`src/rtl/ucs_pkg.sv`:
```
package ucs_pkg;
  localparam int UPC_W = 4;
  localparam int OP_W  = 6;
  localparam int DEPTH = 1 << UPC_W;
  localparam int USED  = 10;

  localparam logic [OP_W-1:0] OPC_RR    = 6'b000000;
  localparam logic [OP_W-1:0] OPC_JMP   = 6'b000010;
  localparam logic [OP_W-1:0] OPC_BEQ   = 6'b000100;
  localparam logic [OP_W-1:0] OPC_LOAD  = 6'b100011;
  localparam logic [OP_W-1:0] OPC_STORE = 6'b101011;

  typedef enum logic [1:0] {ALU_ADD = 2'd0, ALU_SUB = 2'd1, ALU_FUNC = 2'd2} alu_fld_e;
  typedef enum logic       {S1_PC = 1'b0, S1_A = 1'b1} src1_fld_e;
  typedef enum logic [1:0] {S2_B = 2'd0, S2_FOUR = 2'd1, S2_EXT = 2'd2, S2_EXTSH = 2'd3} src2_fld_e;
  typedef enum logic [1:0] {RG_NONE = 2'd0, RG_WR_ALU = 2'd1, RG_WR_MDR = 2'd2} reg_fld_e;
  typedef enum logic [1:0] {MM_NONE = 2'd0, MM_RD_PC = 2'd1, MM_RD_ALU = 2'd2, MM_WR_ALU = 2'd3} mem_fld_e;
  typedef enum logic [1:0] {PW_NONE = 2'd0, PW_ALU = 2'd1, PW_COND = 2'd2, PW_JUMP = 2'd3} pcw_fld_e;
  typedef enum logic [1:0] {SQ_FETCH = 2'b00, SQ_DISP1 = 2'b01, SQ_DISP2 = 2'b10, SQ_NEXT = 2'b11} seq_fld_e;

  typedef struct packed {
    alu_fld_e  alu;
    src1_fld_e src1;
    src2_fld_e src2;
    reg_fld_e  rg;
    mem_fld_e  mem;
    pcw_fld_e  pcw;
    seq_fld_e  seq;
  } uinstr_t;

  typedef struct packed {
    logic       pc_wr;
    logic       pc_wr_cond;
    logic       mem_addr_alu;
    logic       mem_rd;
    logic       mem_wr;
    logic       ir_wr;
    logic       wb_from_mem;
    logic [1:0] pc_src;
    logic [1:0] alu_op;
    logic [1:0] alu_b_sel;
    logic       alu_a_sel;
    logic       reg_wr;
    logic       reg_dst;
  } ctrl_t;

  typedef struct packed {
    logic             hit;
    logic [UPC_W-1:0] tgt;
  } disp_t;

  // Class branch taken out of the decode step.
  function automatic disp_t lookup_class(input logic [OP_W-1:0] op);
    disp_t d;
    d = '0;
    case (op)
      OPC_RR:              d = '{hit: 1'b1, tgt: 4'd6};
      OPC_JMP:             d = '{hit: 1'b1, tgt: 4'd9};
      OPC_BEQ:             d = '{hit: 1'b1, tgt: 4'd8};
      OPC_LOAD, OPC_STORE: d = '{hit: 1'b1, tgt: 4'd2};
      default:             d = '0;
    endcase
    return d;
  endfunction

  // Split between load and store after the address step.
  function automatic disp_t lookup_mem(input logic [OP_W-1:0] op);
    disp_t d;
    d = '0;
    case (op)
      OPC_LOAD:  d = '{hit: 1'b1, tgt: 4'd3};
      OPC_STORE: d = '{hit: 1'b1, tgt: 4'd5};
      default:   d = '0;
    endcase
    return d;
  endfunction

  // Symbolic microprogram; unlisted addresses hold the zero word.
  function automatic uinstr_t rom_word(input logic [UPC_W-1:0] a);
    uinstr_t w;
    w = '0;
    case (a)
      4'd0: begin w.src2 = S2_FOUR; w.mem = MM_RD_PC; w.pcw = PW_ALU; w.seq = SQ_NEXT; end
      4'd1: begin w.src2 = S2_EXTSH; w.seq = SQ_DISP1; end
      4'd2: begin w.src1 = S1_A; w.src2 = S2_EXT; w.seq = SQ_DISP2; end
      4'd3: begin w.mem = MM_RD_ALU; w.seq = SQ_NEXT; end
      4'd4: begin w.rg = RG_WR_MDR; w.seq = SQ_FETCH; end
      4'd5: begin w.mem = MM_WR_ALU; w.seq = SQ_FETCH; end
      4'd6: begin w.alu = ALU_FUNC; w.src1 = S1_A; w.src2 = S2_B; w.seq = SQ_NEXT; end
      4'd7: begin w.rg = RG_WR_ALU; w.seq = SQ_FETCH; end
      4'd8: begin w.alu = ALU_SUB; w.src1 = S1_A; w.pcw = PW_COND; w.seq = SQ_FETCH; end
      4'd9: begin w.pcw = PW_JUMP; w.seq = SQ_FETCH; end
      default: w = '0;
    endcase
    return w;
  endfunction
endpackage

```
`src/rtl/ucs_store.sv`:
```
module ucs_store #(
  parameter int UPC_W = ucs_pkg::UPC_W,
  parameter int USED  = ucs_pkg::USED
) (
  input  logic [UPC_W-1:0] addr,
  output ucs_pkg::uinstr_t uinst
);
  localparam int DEPTH = 1 << UPC_W;

  ucs_pkg::uinstr_t tbl [DEPTH];

  for (genvar i = 0; i < DEPTH; i++) begin : g_ent
    if (i < USED) begin : g_prog
      assign tbl[i] = ucs_pkg::rom_word(UPC_W'(i));
    end else begin : g_blank
      assign tbl[i] = '0;
    end
  end

  assign uinst = tbl[addr];
endmodule

```
`src/rtl/ucs_next_addr.sv`:
```
module ucs_next_addr #(
  parameter int UPC_W = ucs_pkg::UPC_W,
  parameter int OP_W  = ucs_pkg::OP_W
) (
  input  logic [UPC_W-1:0]  cur,
  input  ucs_pkg::seq_fld_e seq,
  input  logic [OP_W-1:0]   opcode,
  output logic [UPC_W-1:0]  nxt,
  output logic              disp_miss
);
  ucs_pkg::disp_t d1, d2;
  logic [UPC_W-1:0] inc;

  assign inc = cur + UPC_W'(1);
  assign d1  = ucs_pkg::lookup_class(opcode);
  assign d2  = ucs_pkg::lookup_mem(opcode);

  always_comb begin
    disp_miss = 1'b0;
    case (seq)
      ucs_pkg::SQ_FETCH: nxt = '0;
      ucs_pkg::SQ_DISP1: begin nxt = d1.tgt; disp_miss = !d1.hit; end
      ucs_pkg::SQ_DISP2: begin nxt = d2.tgt; disp_miss = !d2.hit; end
      default:           nxt = inc;
    endcase
  end
endmodule

```
`src/rtl/ucs_field_decode.sv`:
```
module ucs_field_decode (
  input  ucs_pkg::uinstr_t uinst,
  output ucs_pkg::ctrl_t   ctrl
);
  import ucs_pkg::*;

  always_comb begin
    ctrl = '0;
    ctrl.alu_op    = uinst.alu;
    ctrl.alu_a_sel = (uinst.src1 == S1_A);
    ctrl.alu_b_sel = uinst.src2;
    case (uinst.rg)
      RG_WR_ALU: begin ctrl.reg_wr = 1'b1; ctrl.reg_dst = 1'b1; end
      RG_WR_MDR: begin ctrl.reg_wr = 1'b1; ctrl.wb_from_mem = 1'b1; end
      default: ;
    endcase
    case (uinst.mem)
      MM_RD_PC:  begin ctrl.mem_rd = 1'b1; ctrl.ir_wr = 1'b1; end
      MM_RD_ALU: begin ctrl.mem_rd = 1'b1; ctrl.mem_addr_alu = 1'b1; end
      MM_WR_ALU: begin ctrl.mem_wr = 1'b1; ctrl.mem_addr_alu = 1'b1; end
      default: ;
    endcase
    case (uinst.pcw)
      PW_ALU:  begin ctrl.pc_wr = 1'b1; ctrl.pc_src = 2'b00; end
      PW_COND: begin ctrl.pc_wr_cond = 1'b1; ctrl.pc_src = 2'b01; end
      PW_JUMP: begin ctrl.pc_wr = 1'b1; ctrl.pc_src = 2'b10; end
      default: ;
    endcase
  end
endmodule

```
`src/rtl/ucode_sequencer.sv`:
```
module ucode_sequencer (
  input  logic       clk,
  input  logic       rst_n,
  input  logic [5:0] opcode,
  output logic       pc_wr,
  output logic       pc_wr_cond,
  output logic       mem_addr_alu,
  output logic       mem_rd,
  output logic       mem_wr,
  output logic       ir_wr,
  output logic       wb_from_mem,
  output logic [1:0] pc_src,
  output logic [1:0] alu_op,
  output logic       alu_a_sel,
  output logic [1:0] alu_b_sel,
  output logic       reg_wr,
  output logic       reg_dst,
  output logic [3:0] upc
);
  localparam int UPC_W = ucs_pkg::UPC_W;
  localparam int OP_W  = ucs_pkg::OP_W;

  logic [UPC_W-1:0] upc_q, upc_nxt;
  logic             disp_miss;
  ucs_pkg::uinstr_t uinst;
  ucs_pkg::ctrl_t   ctrl;

  ucs_store #(.UPC_W(UPC_W), .USED(ucs_pkg::USED)) u_store (
    .addr (upc_q),
    .uinst(uinst)
  );

  ucs_next_addr #(.UPC_W(UPC_W), .OP_W(OP_W)) u_next (
    .cur      (upc_q),
    .seq      (uinst.seq),
    .opcode   (opcode),
    .nxt      (upc_nxt),
    .disp_miss(disp_miss)
  );

  ucs_field_decode u_dec (
    .uinst(uinst),
    .ctrl (ctrl)
  );

  always_ff @(posedge clk or negedge rst_n) begin
    if (!rst_n) upc_q <= '0;
    else        upc_q <= upc_nxt;
  end

  assign upc          = upc_q;
  assign pc_wr        = ctrl.pc_wr;
  assign pc_wr_cond   = ctrl.pc_wr_cond;
  assign mem_addr_alu = ctrl.mem_addr_alu;
  assign mem_rd       = ctrl.mem_rd;
  assign mem_wr       = ctrl.mem_wr;
  assign ir_wr        = ctrl.ir_wr;
  assign wb_from_mem  = ctrl.wb_from_mem;
  assign pc_src       = ctrl.pc_src;
  assign alu_op       = ctrl.alu_op;
  assign alu_a_sel    = ctrl.alu_a_sel;
  assign alu_b_sel    = ctrl.alu_b_sel;
  assign reg_wr       = ctrl.reg_wr;
  assign reg_dst      = ctrl.reg_dst;


  fetch_adv_chk: assert property (@(posedge clk) disable iff (!rst_n)
    (upc_q == 4'd0) |=> (upc_q == 4'd1));


  step_return_chk: assert property (@(posedge clk) disable iff (!rst_n)
    (upc_q inside {4'd4, 4'd5, 4'd7, 4'd8, 4'd9}) |=> (upc_q == 4'd0));


  class_tgt_chk: assert property (@(posedge clk) disable iff (!rst_n)
    (upc_q == 4'd1) |=> (upc_q inside {4'd0, 4'd2, 4'd6, 4'd8, 4'd9}));


  memsplit_tgt_chk: assert property (@(posedge clk) disable iff (!rst_n)
    (upc_q == 4'd2) |=> (upc_q inside {4'd0, 4'd3, 4'd5}));


  miss_to_fetch_chk: assert property (@(posedge clk) disable iff (!rst_n)
    ((upc_q inside {4'd1, 4'd2}) && disp_miss) |=> (upc_q == 4'd0));


  upc_range_chk: assert property (@(posedge clk) disable iff (!rst_n)
    upc_q <= 4'd9);


  ir_at_fetch_chk: assert property (@(posedge clk) disable iff (!rst_n)
    ir_wr |-> (upc_q == 4'd0 && !mem_addr_alu));


  pc_excl_chk: assert property (@(posedge clk) disable iff (!rst_n)
    $onehot0({pc_wr, pc_wr_cond}));
endmodule

```
`config.mk`:
```
export PLATFORM = sky130hd
export DESIGN_NAME = ucode_sequencer
export DESIGN_NICKNAME = d
export VERILOG_FILES = /design/src/rtl/ucs_pkg.sv /design/src/rtl/ucs_store.sv /design/src/rtl/ucs_next_addr.sv /design/src/rtl/ucs_field_decode.sv /design/src/rtl/ucode_sequencer.sv
export SDC_FILE = /design/constraint.sdc
export NUM_CORES = 1
export LEC_CHECK = 0
export ABC_AREA = 1
export ABC_CLOCK_PERIOD_IN_PS = 1800
export BUFFER_PORTS_ARGS = -buffer_cell sky130_fd_sc_hd__buf_2
export CAP_MARGIN = 20
export CELL_PAD_IN_SITES_DETAIL_PLACEMENT = 0
export CELL_PAD_IN_SITES_GLOBAL_PLACEMENT = 1
export CORE_ASPECT_RATIO = 0.6
export CORE_MARGIN = 2
export CORE_UTILIZATION = 29
export CTS_CLUSTER_SIZE = 24
export DETAILED_ROUTE_END_ITERATION = 16
export GPL_TIMING_DRIVEN = 0
export PLACE_DENSITY_LB_ADDON = 0.25
export SYNTH_ARGS = -nofsm -noshare
export SYNTH_HDL_FRONTEND = slang
export SYNTH_HIERARCHICAL = 1
export SYNTH_SLANG_ARGS = --single-unit
```
`constraint.sdc`:
```
create_clock -name clk -period 1.8 [get_ports clk]
set_input_delay 0 -clock clk [delete_from_list [all_inputs] [get_ports clk]]
set_output_delay 0 -clock clk [all_outputs]
set_load 0.03 [all_outputs]
```
==> impl_metrics.env <==
export IMPL_outcome="finished clean"
export IMPL_tritoncts_clock_tree="done"
export IMPL_gr_usage_all_layers=0.120
export IMPL_achievable_frequency_mhz=573
export IMPL_area_growth_syn_to_layout_pct=69.9
export IMPL_postLayoutCoreUtil=0.511
export IMPL_gpl_wtd_cong=0.768
export IMPL_post_synth_inst_count=113
export IMPL_grt_antenna_before_repair=0
export IMPL_timing_critical_path_to_type="flop"
export IMPL_cts_max_path_buffers=2
export IMPL_antenna_left=0
export IMPL_wire_length_of_the_first_global_routing_pass_um=2840
export IMPL_via_per_inst=4.18
export IMPL_first_global_vias=632
export IMPL_dr_total_vias=781
export IMPL_cts_clk_slew_worst_paths_ns=0.03
export IMPL_worstPathRequired_ns=1.89
export IMPL_initialDrtViolationCount=33
export IMPL_period_share=0.970
export IMPL_worst_setup_sp="upc[1]"
export IMPL_floorplan_core_area_um2=2450
export IMPL_die_w_um=69.1
export IMPL_worstSetupPathType="flop to flop"
export IMPL_cp_data_arrival_time_ns=1.84
export IMPL_regToRegSetupSlack_ns=0.05
export IMPL_syn_area_per_cell_um2=6.52
export IMPL_clock_insertion_delay_at_the_later_pin_of_the_skew_report_ns=0.21
export IMPL_ioPinCount=28
export IMPL_drive_gt1_frac=0.594
export IMPL_nets=180
export IMPL_layout_common_cells="buf_2 (24), buf_4 (15), inv_1 (15)"
export IMPL_maxSlewViolCount=0
export IMPL_critical_path_peak_fanout=6
export IMPL_ys_warn_count=6
export IMPL_hold_violations=0
export IMPL_clock_sink_count=4
export IMPL_initial_utilization=0.301
export IMPL_dr_pass1_iters=4
export IMPL_route_final_wire_length_um=1940
export IMPL_max_cap_violations=0
export IMPL_setup_worst_path_start_class="flop"
export IMPL_diodes=0
export IMPL_worst_max_slew_pin_slew_ns=0.344
export IMPL_timing_reg2reg_worst_path_depth=11
export IMPL_placement_io_buffers=27
export IMPL_post_route_drc_count=0
export IMPL_mappedNetlistArea_um2=737
export IMPL_setup_viol_count_final=0
export IMPL_grt_overflow=0
export IMPL_die_area_um2=2970
export IMPL_clock_skew_ns=0.00268
export IMPL_root_buffer="clkbuf_8"
export IMPL_timing_final_crit_period_ns=1.75
export IMPL_rsz_0062_raised_after_global_routing="yes"
export IMPL_fp_dieH_um=43.0
export IMPL_detailed_place_hpwl_um=1330
export IMPL_h_tree_level_count=1
export IMPL_cts_made_buffers=3
export IMPL_worstHoldPathType="primary input to asynchronous set/reset pin"
export IMPL_core_rowCount=14
export IMPL_filler_cell_count=251
export IMPL_syn_nets=136
export IMPL_slew_headroom=0.771
export IMPL_wl_per_cell_um=10.4
export IMPL_grt_max_degree=11
export IMPL_regToRegStartpoint="upc[1]"
export IMPL_largest_register_ff_count=4
export IMPL_holdWs_ns=0.122
export IMPL_worstReg2RegEnd="upc[1]"
export IMPL_commonest_non_fill_non_tap_cell_in_the_layout="buf_2"
per-stage QoR:
step                setup slack [ns]  std cells  TNS, ns  area, um2
detailed placement            -0.189        172   -0.381        915
CTS                          0.00105        185        0       1090
global placement              -0.164        172   -0.269        915
floorplan                     0.0187        113        0        739
global route                 -0.0279        187  -0.0799       1250
finish                        0.0535        187        0       1250
worst max-delay path, stage by stage (launching register included):
cell      delay, ns
dfrtp_2        0.47
buf_4          0.17
ha_4           0.15
nand2_2        0.05
nand2_2        0.06
nor2_4         0.18
ha_4           0.18
inv_6          0.05
nand2_4        0.07
inv_2          0.04
a21boi_2       0.14
o21ai_1        0.07
layer usage:
metal  share of wire  global-route usage  wire length [um]  vias up
li1                -                   -                 -      418
met1            0.50               0.178               968      341
met2            0.43               0.167               831       20
met3           0.066              0.0333               128        2
met4          0.0072              0.0353                14        0
met5               0                   0                 0        -
how the worst max path moves through the flow:
stage,endpoint,cells past startpoint
after global placement,upc[1],12
after detailed placement,upc[1],12
final,upc[1],11
after CTS,mem_rd,11
after floorplan,upc[1],12
after global routing,upc[1],11
timing repair:
item                       CTS  global route
hold buffers                 2             0
gates resized for setup     13            43
setup buffers                8             2
hold endpoints to repair     5             0
pin swaps                    4            12
setup endpoints to repair    9             9
cell type report:
| cell class | count | area (um2) | area share |
|---|---|---|---|
| multi-input cells | 73 | 627 | 0.500 |
| inverters | 27 | 111 | 0.0889 |
| well taps | 32 | 40.0 | 0.0320 |
| plain buffers | 9 | 65.1 | 0.0519 |
| clock buffers | 3 | 41.3 | 0.0330 |
| repair buffers | 39 | 264 | 0.211 |
| flip-flops and latches | 4 | 104 | 0.0829 |
Power is not shown: default switching activity piles up to over one toggle a cycle in this logic, so the estimate is an artifact.
